[src/rtl/sync_sio.sv]
module sync_sio #(
  parameter int DW = 8,
  parameter int RW = 8,
  parameter int PRE_LOG = 2
) (
  input  logic          clk,
  input  logic          rst_n,
  input  logic [1:0]    reg_addr,
  input  logic          reg_wr,
  input  logic          reg_rd,
  input  logic [DW-1:0] reg_wdata,
  output logic [DW-1:0] reg_rdata,
  input  logic          sclk_in,
  output logic          sclk_out,
  output logic          txd,
  input  logic          rxd,
  output logic          irq_tx,
  output logic          irq_rx
);

  localparam int CW = $clog2(DW);
  localparam logic [1:0] A_DATA = 2'd0;
  localparam logic [1:0] A_STAT = 2'd1;
  localparam logic [1:0] A_CTRL = 2'd2;
  localparam logic [1:0] A_REL  = 2'd3;

  logic [DW-1:0] tx_buf, tx_sh, rx_sh, rx_buf;
  logic [RW-1:0] reload, baud_cnt;
  logic [PRE_LOG-1:0] pre_cnt;
  logic [2:0] ctrl;
  logic [CW-1:0] bit_cnt;
  logic [2:0] ext_sync;
  logic tbe, tsc, rbf, ovr, busy, sclk_q, txd_q, stat_seen;
  logic tbe_d, tsc_d, rbf_d;

  wire ext_sel = ctrl[0];
  wire pre_sel = ctrl[1];
  wire tic     = ctrl[2];

  wire wr_buf  = reg_wr && reg_addr == A_DATA;
  wire rd_buf  = reg_rd && reg_addr == A_DATA;
  wire rd_stat = reg_rd && reg_addr == A_STAT;
  wire wr_ctrl = reg_wr && reg_addr == A_CTRL;
  wire wr_rel  = reg_wr && reg_addr == A_REL;

  wire src_tick  = !pre_sel || (&pre_cnt);
  wire term      = busy && !ext_sel && src_tick && baud_cnt == '0;
  wire ext_fall  = ext_sync[2] && !ext_sync[1];
  wire ext_rise  = !ext_sync[2] && ext_sync[1];
  wire fall_ev   = busy && (ext_sel ? ext_fall : (term && sclk_q));
  wire rise_ev   = busy && (ext_sel ? ext_rise : (term && !sclk_q));
  wire byte_done = rise_ev && bit_cnt == CW'(DW-1);
  wire start     = !busy && !tbe;
  wire chain     = byte_done && !tbe;
  wire load      = start || chain;
  wire [DW-1:0] rx_next = {rxd, rx_sh[DW-1:1]};

  assign sclk_out = sclk_q;
  assign txd      = txd_q;
  assign irq_tx   = tic ? (tsc && !tsc_d) : (tbe && !tbe_d);
  assign irq_rx   = rbf && !rbf_d;

  always_comb begin
    case (reg_addr)
      A_DATA:  reg_rdata = rx_buf;
      A_STAT:  reg_rdata = DW'({ovr, rbf, tsc, tbe});
      A_CTRL:  reg_rdata = DW'(ctrl);
      default: reg_rdata = DW'(reload);
    endcase
  end

  always_ff @(posedge clk or negedge rst_n) begin
    if (!rst_n) ext_sync <= '1;
    else        ext_sync <= {ext_sync[1:0], sclk_in};
  end

  always_ff @(posedge clk or negedge rst_n) begin
    if (!rst_n) begin
      pre_cnt  <= '0;
      baud_cnt <= '0;
    end else if (start) begin
      pre_cnt  <= '0;
      baud_cnt <= reload;
    end else if (busy && !ext_sel) begin
      pre_cnt <= pre_cnt + 1'b1;
      if (src_tick) baud_cnt <= (baud_cnt == '0) ? reload : baud_cnt - 1'b1;
    end
  end

  always_ff @(posedge clk or negedge rst_n) begin
    if (!rst_n)                sclk_q <= 1'b1;
    else if (!busy || ext_sel) sclk_q <= 1'b1;
    else if (term)             sclk_q <= ~sclk_q;
  end

  always_ff @(posedge clk or negedge rst_n) begin
    if (!rst_n) begin
      tx_sh   <= '0;
      rx_sh   <= '0;
      txd_q   <= 1'b1;
      bit_cnt <= '0;
    end else begin
      if (fall_ev) begin
        txd_q <= tx_sh[0];
        tx_sh <= tx_sh >> 1;
      end
      if (rise_ev) begin
        rx_sh   <= rx_next;
        bit_cnt <= bit_cnt + 1'b1;
      end
      if (load) begin
        tx_sh   <= tx_buf;
        bit_cnt <= '0;
      end
    end
  end

  always_ff @(posedge clk or negedge rst_n) begin
    if (!rst_n) begin
      tbe <= 1'b1;
      tsc <= 1'b1;
      busy <= 1'b0;
      tx_buf <= '0;
      ctrl <= '0;
      reload <= '0;
    end else begin
      if (wr_ctrl) ctrl <= reg_wdata[2:0];
      if (wr_rel)  reload <= reg_wdata[RW-1:0];
      if (load) begin
        tbe  <= 1'b1;
        tsc  <= 1'b0;
        busy <= 1'b1;
      end else if (byte_done) begin
        tsc  <= 1'b1;
        busy <= 1'b0;
      end
      if (wr_buf) begin
        tx_buf <= reg_wdata;
        tbe    <= 1'b0;
      end
    end
  end

  always_ff @(posedge clk or negedge rst_n) begin
    if (!rst_n) begin
      rbf <= 1'b0;
      ovr <= 1'b0;
      rx_buf <= '0;
      stat_seen <= 1'b0;
    end else begin
      if (reg_rd || reg_wr) stat_seen <= rd_stat;
      if (rd_buf) begin
        rbf <= 1'b0;
        if (stat_seen) ovr <= 1'b0;
      end
      if (byte_done) begin
        rx_buf <= rx_next;
        rbf    <= 1'b1;
        if (rbf && !rd_buf) ovr <= 1'b1;
      end
    end
  end

  always_ff @(posedge clk or negedge rst_n) begin
    if (!rst_n) begin
      tbe_d <= 1'b1;
      tsc_d <= 1'b1;
      rbf_d <= 1'b0;
    end else begin
      tbe_d <= tbe;
      tsc_d <= tsc;
      rbf_d <= rbf;
    end
  end

endmodule

[config.mk]
export PLATFORM = sky130hd
export DESIGN_NAME = sync_sio
export DESIGN_NICKNAME = d
export VERILOG_FILES = /design/src/rtl/sync_sio.sv
export SDC_FILE = /design/constraint.sdc
export NUM_CORES = 1
export LEC_CHECK = 0
export BUFFER_PORTS_ARGS = -buffer_cell sky130_fd_sc_hd__buf_4
export CORE_MARGIN = 8
export CORE_UTILIZATION = 40
export DETAILED_ROUTE_END_ITERATION = 10
export MAX_ROUTING_LAYER = met4
export SYNTH_ARGS = -nofsm -noshare
export SYNTH_HDL_FRONTEND = slang
export SYNTH_SLANG_ARGS = --single-unit
[constraint.sdc]
create_clock -name clk -period 2.7 [get_ports clk]
set_input_delay 0.405 -clock clk [delete_from_list [all_inputs] [get_ports clk]]
set_output_delay 0.405 -clock clk [all_outputs]
set_load 0.1 [all_outputs]
After elaboration in Yosys (flattened, before gate mapping)
Cells that the tools add are included.

Logic and storage cells: 105. Output and inout bits: 12. Bits in registers: 70. Bits of input ports: 16.

Muxes and demuxes: 28. Eq/ne operators: 4. Reductions and logical operators: 48. Bitwise gates (word level): 1. Add/sub/neg operators: 3.

Operator list (number): 2-to-1 mux 8 bit (6); one-hot mux 8 bit (3 select lines) (1); logical AND 1 bit (21); 2-to-1 mux 1 bit (17); nonzero test 2 bit (8); zero test 1 bit (11); zero test 8 bit (1); subtractor 8 x 1 -> 8 bit, second input constant (1); 2-to-1 mux 3 bit (2); equality test 2 bit, second input constant (2); logical OR 1 bit (4); 2-to-1 mux 2 bit (2); AND reduction 2 bit (2); adder 3 x 1 -> 3 bit, second input constant (1); equality test 3 bit, second input constant (1); adder 2 x 1 -> 2 bit, second input constant (1); equality test 2 x 1 -> 1 bit, second input constant (1); zero test 2 bit (1); NOT 1 bit (1).

Longest topological paths before layout
Depth after elaboration: 12. Mapped depth: 9.

Worst setup path before layout
OpenSTA, ideal clock, no wires.

Path type: reg-to-output. Start point: reg tbe. End point: out irq_tx. Stages on the path, launching flop included: 3. Buffers on the path: 0. Arrival: 2938 ps. Path slack: -643 ps. Path through: dfstp_2 inv_1 o32ai_1.

Word-level cells in the longest chain between the ends: 2.

Ends and longest elaborated chain: start, declared (line 33) `logic tbe, tsc, rbf, ovr, busy, sclk_q, txd_q, stat_seen;`; start signal, assigned (line 120) `tbe <= 1'b1;`; start signal, assigned (line 130) `tbe <= 1'b1;`; start signal, assigned (line 139) `tbe <= 1'b0;`; logical AND 1 bit (line 60) `assign irq_tx = tic ? (tsc && !tsc_d) : (tbe && !tbe_d);`; 2-to-1 mux 1 bit (line 60); end, declared (line 17) `output logic irq_tx,`.

No other way between the ends.

Worst setup path after layout
Start point: reg baud_cnt[0]. End point: reg rx_sh[2].

Word-level cells in the longest chain between the ends: 5.

Ends and longest elaborated chain: start, declared (line 28) `logic [RW-1:0] reload, baud_cnt;`; start signal, assigned (line 83) `baud_cnt <= reload;`; start signal, assigned (line 86) `if (src_tick) baud_cnt <= (baud_cnt == '0) ? reload : baud_cnt - 1'b1;`; zero test 8 bit (line 47) `wire term = busy && !ext_sel && src_tick && baud_cnt == '0;`; logical AND 1 bit (line 47); logical AND 1 bit (line 51) `wire rise_ev = busy && (ext_sel ? ext_rise : (term && !sclk_q));`; 2-to-1 mux 1 bit (line 51); logical AND 1 bit (line 51); end signal, assigned (line 108) `rx_sh <= rx_next;`; end, declared (line 27) `logic [DW-1:0] tx_buf, tx_sh, rx_sh, rx_buf;`.

No other way between the ends. A chain may end at the register's enable or synchronous reset.

==> reports/metrics.csv <==
metric,value,unit
finalSetupViolCount,0,
final_max_slew_viol_count,0,
crit_buf_inv,2,
core_area,7770,sq um
via_count,2260,
routabilityCongestion,0.833,
dieHeight,106,microns
final_common_cell,dfrtp_1,
worst_path_max_delay_cell,or4_4,
syn_area,3210,sq um
r2r-start,baud_cnt[0],
peakVddDrop,422,uV
synth.distinct_cells,46,
cts-buffers-inserted,9,
power_density,899,nW/um^2
critPathKind,flop to flop,
path_delay_family,simple AND/OR/NAND/NOR gates,
crit_path_end,rx_sh[2],
pin_count,28,
layout.nets,332,
synth-async-reset-ratio,100,%
hold_path_class,input port to asynchronous set/reset pin,
hpwlAfterDp,4.99,mm
grt_use_met2,20.6,%
crit_arrival,2.75,ns
syn_inst,280,
grt_overflow,0,
crit_chain,"inv_1, ha_1, or4b_1, or4_4, o21ai_4, buf_12, mux2_2",
drc,0,
path_clk_slew,0.07,ns
synth_edf_count,0,
track_usage,14.1,%
grt_pass1_wl,12.3,mm
tightest_slew,0.853,ns
drtAntennaViolNets,0,
synth_largest_area_cell,dfrtp_1,
period_needed,2.52,ns
cts_root_buffer,clkbuf_8,
clock_sinks,69,
die_w,106,microns
grt_max_degree,70,
seq_area,1740,sq um
fin_crit_sh,93.5,%
cp_num_cells,7,
multi_input_area,1390,sq um
rsz0062_at_grt,false,
antenna_found_initial,0,
max_freq,396,MHz
wire_per_inst,17.0,microns
fin_cells,419,
pre_cts_slack,0.195,ns
syn_to_final_growth,16.9,%
htreeDepth,3,
syn_area_per_cell,11.5,sq um
grt_pass1_vias,2402,
vias_per_cell,5.39,
slew_headroom,43.1,%
cts_tree,yes,
top_usage_layer,met2,
port_buffers,27,
use_met3,2.50,%
synth_top_area_share,46.7,%
status,"complete, no violations",
drive_gt1_share,32.5,%
reg2regPathDepth,7,
clockBufferDepth,2,
fill_cells,732,
drtIter0Drc,108,
dr.pass1.iters,4,
ys_seq_area_share,54.1,%
cp-end-kind,flop,
initial_core_util,41.4,%
finalClockSkew,0.00780,ns
cp-start-kind,flop,
cpPeakStageDelay,0.58,ns
placed_cells,402,
insertion_delay,0.34,ns
synth-main-ff-cell,dfrtp_1,
antenna_cells,0,
regToRegSetupSlack,0.18,ns
synth_area_leaders,"dfrtp_1, mux2_2, dfstp_2",
syn-num-nets,300,
critPathMaxFanout,7,
final_util,48.4,%
reg2reg_to,rx_sh[2],
ctsResizeCount,0,
final_cell_mix,"dfrtp_1, buf_4, mux2_2",
crit_path_start,baud_cnt[0],
die_area,11200,sq um
fin_ws,0.177,ns
ys_ff_latch,69,
hold_viol,0,
p_leak,1.63,nW
grt_util_met1,18.2,%
tns,0,ns
rows,32,
cap_violations,0,
drt-total-wl,7.12,mm
hold_buffers,0,
worstPathRequired,2.93,ns
yosys_warnings,0,
[repair_timing]
| action | 4_1_cts | 5_1_grt |
|---|---|---|
| setup buffers | 0 | 1 |
| setup endpoints to repair | 0 | 1 |
| hold endpoints to repair | 0 | 0 |
[report_power, final]
group          switching (mW)  leakage [nW]  internal [mW]
Sequential              0.228         0.846           1.32
Clock                   0.376        0.0964          0.449
Combinational           0.580         0.686          0.424
Total                    1.18          1.63           2.20
[worst min path at each step]
| stage | slack, ns | start | cells after the start | endpoint |
|---|---|---|---|---|
| global placement | 0.35 | ext_sync[0] | 0 | ext_sync[1] |
| global route | 0.15 | sclk_in | 1 | ext_sync[0] |
| CTS | 0.15 | sclk_in | 1 | ext_sync[0] |
| finish | 0.17 | rst_n | 1 | ctrl[0] |
| detailed placement | 0.35 | ext_sync[0] | 0 | ext_sync[1] |
| floorplan | 0.11 | rst_n | 0 | baud_cnt[0] |
[synthesized netlist by cell type, drive strengths merged (2+ instances only)]
cell    instances
nor4            3
o21ai          14
o311ai          2
nand4b          3
clkbuf         12
nor3            5
mux2           35
inv             7
nand2b          3
nor2b           5
o22ai           4
a21boi          2
buf             3
a22o            6
dfstp           9
a41oi           8
nor2           15
ha              4
or3             2
a21oi           8
nand2          30
nand3          19
and2            3
mux4            3
a32o            2
dfrtp          60
[state kept, by name (all words and copies together) (netlist names), 7 cells and up]
name / flops
tx_sh: 8
tx_buf: 8
baud_cnt: 8
rx_sh: 7
reload: 8
rx_buf: 8
[routing by layer]
metal  part of all wire (%)  vias up
met4                    2.8        0
li1                       -     1082
met5                      0        -
met1                     50     1129
met2                     45       33
met3                    2.1       16
[logic make-up (layout without fill, tap and decap cells)]
kind of cell    after synthesis  count (layout)  share of synthesized area (%)
compound gates               49              49                           10.9
xor+xnor                      2               2                          0.545
fa+ha+maj                     4               4                           1.56
buf+inv                      22              59                           2.88
flops                        69              69                           54.1
mux                          39              39                           15.1
simple gates                 95              95                           14.9
[final cells by class]
type,count,share of cell area (%)
clock inverters,4,1.26
flip-flops and latches,69,46.2
repair buffers,36,7.52
inverters,7,0.699
clock buffers,12,3.86
multi-input cells,189,37.0
well taps,102,3.40
[per-stage QoR]
step                      total power [mW]  hold slack, ns  instance area [sq um]
after CTS                             3.41           0.155                   3740
after detailed placement              2.57           0.349                   3550
after floorplan                       2.29           0.109                   3220
after global placement                2.54           0.346                   3550
after global routing                  3.61           0.151                   3760
final                                 3.38           0.168                   3760
Power figures use the tool's default switching activity.
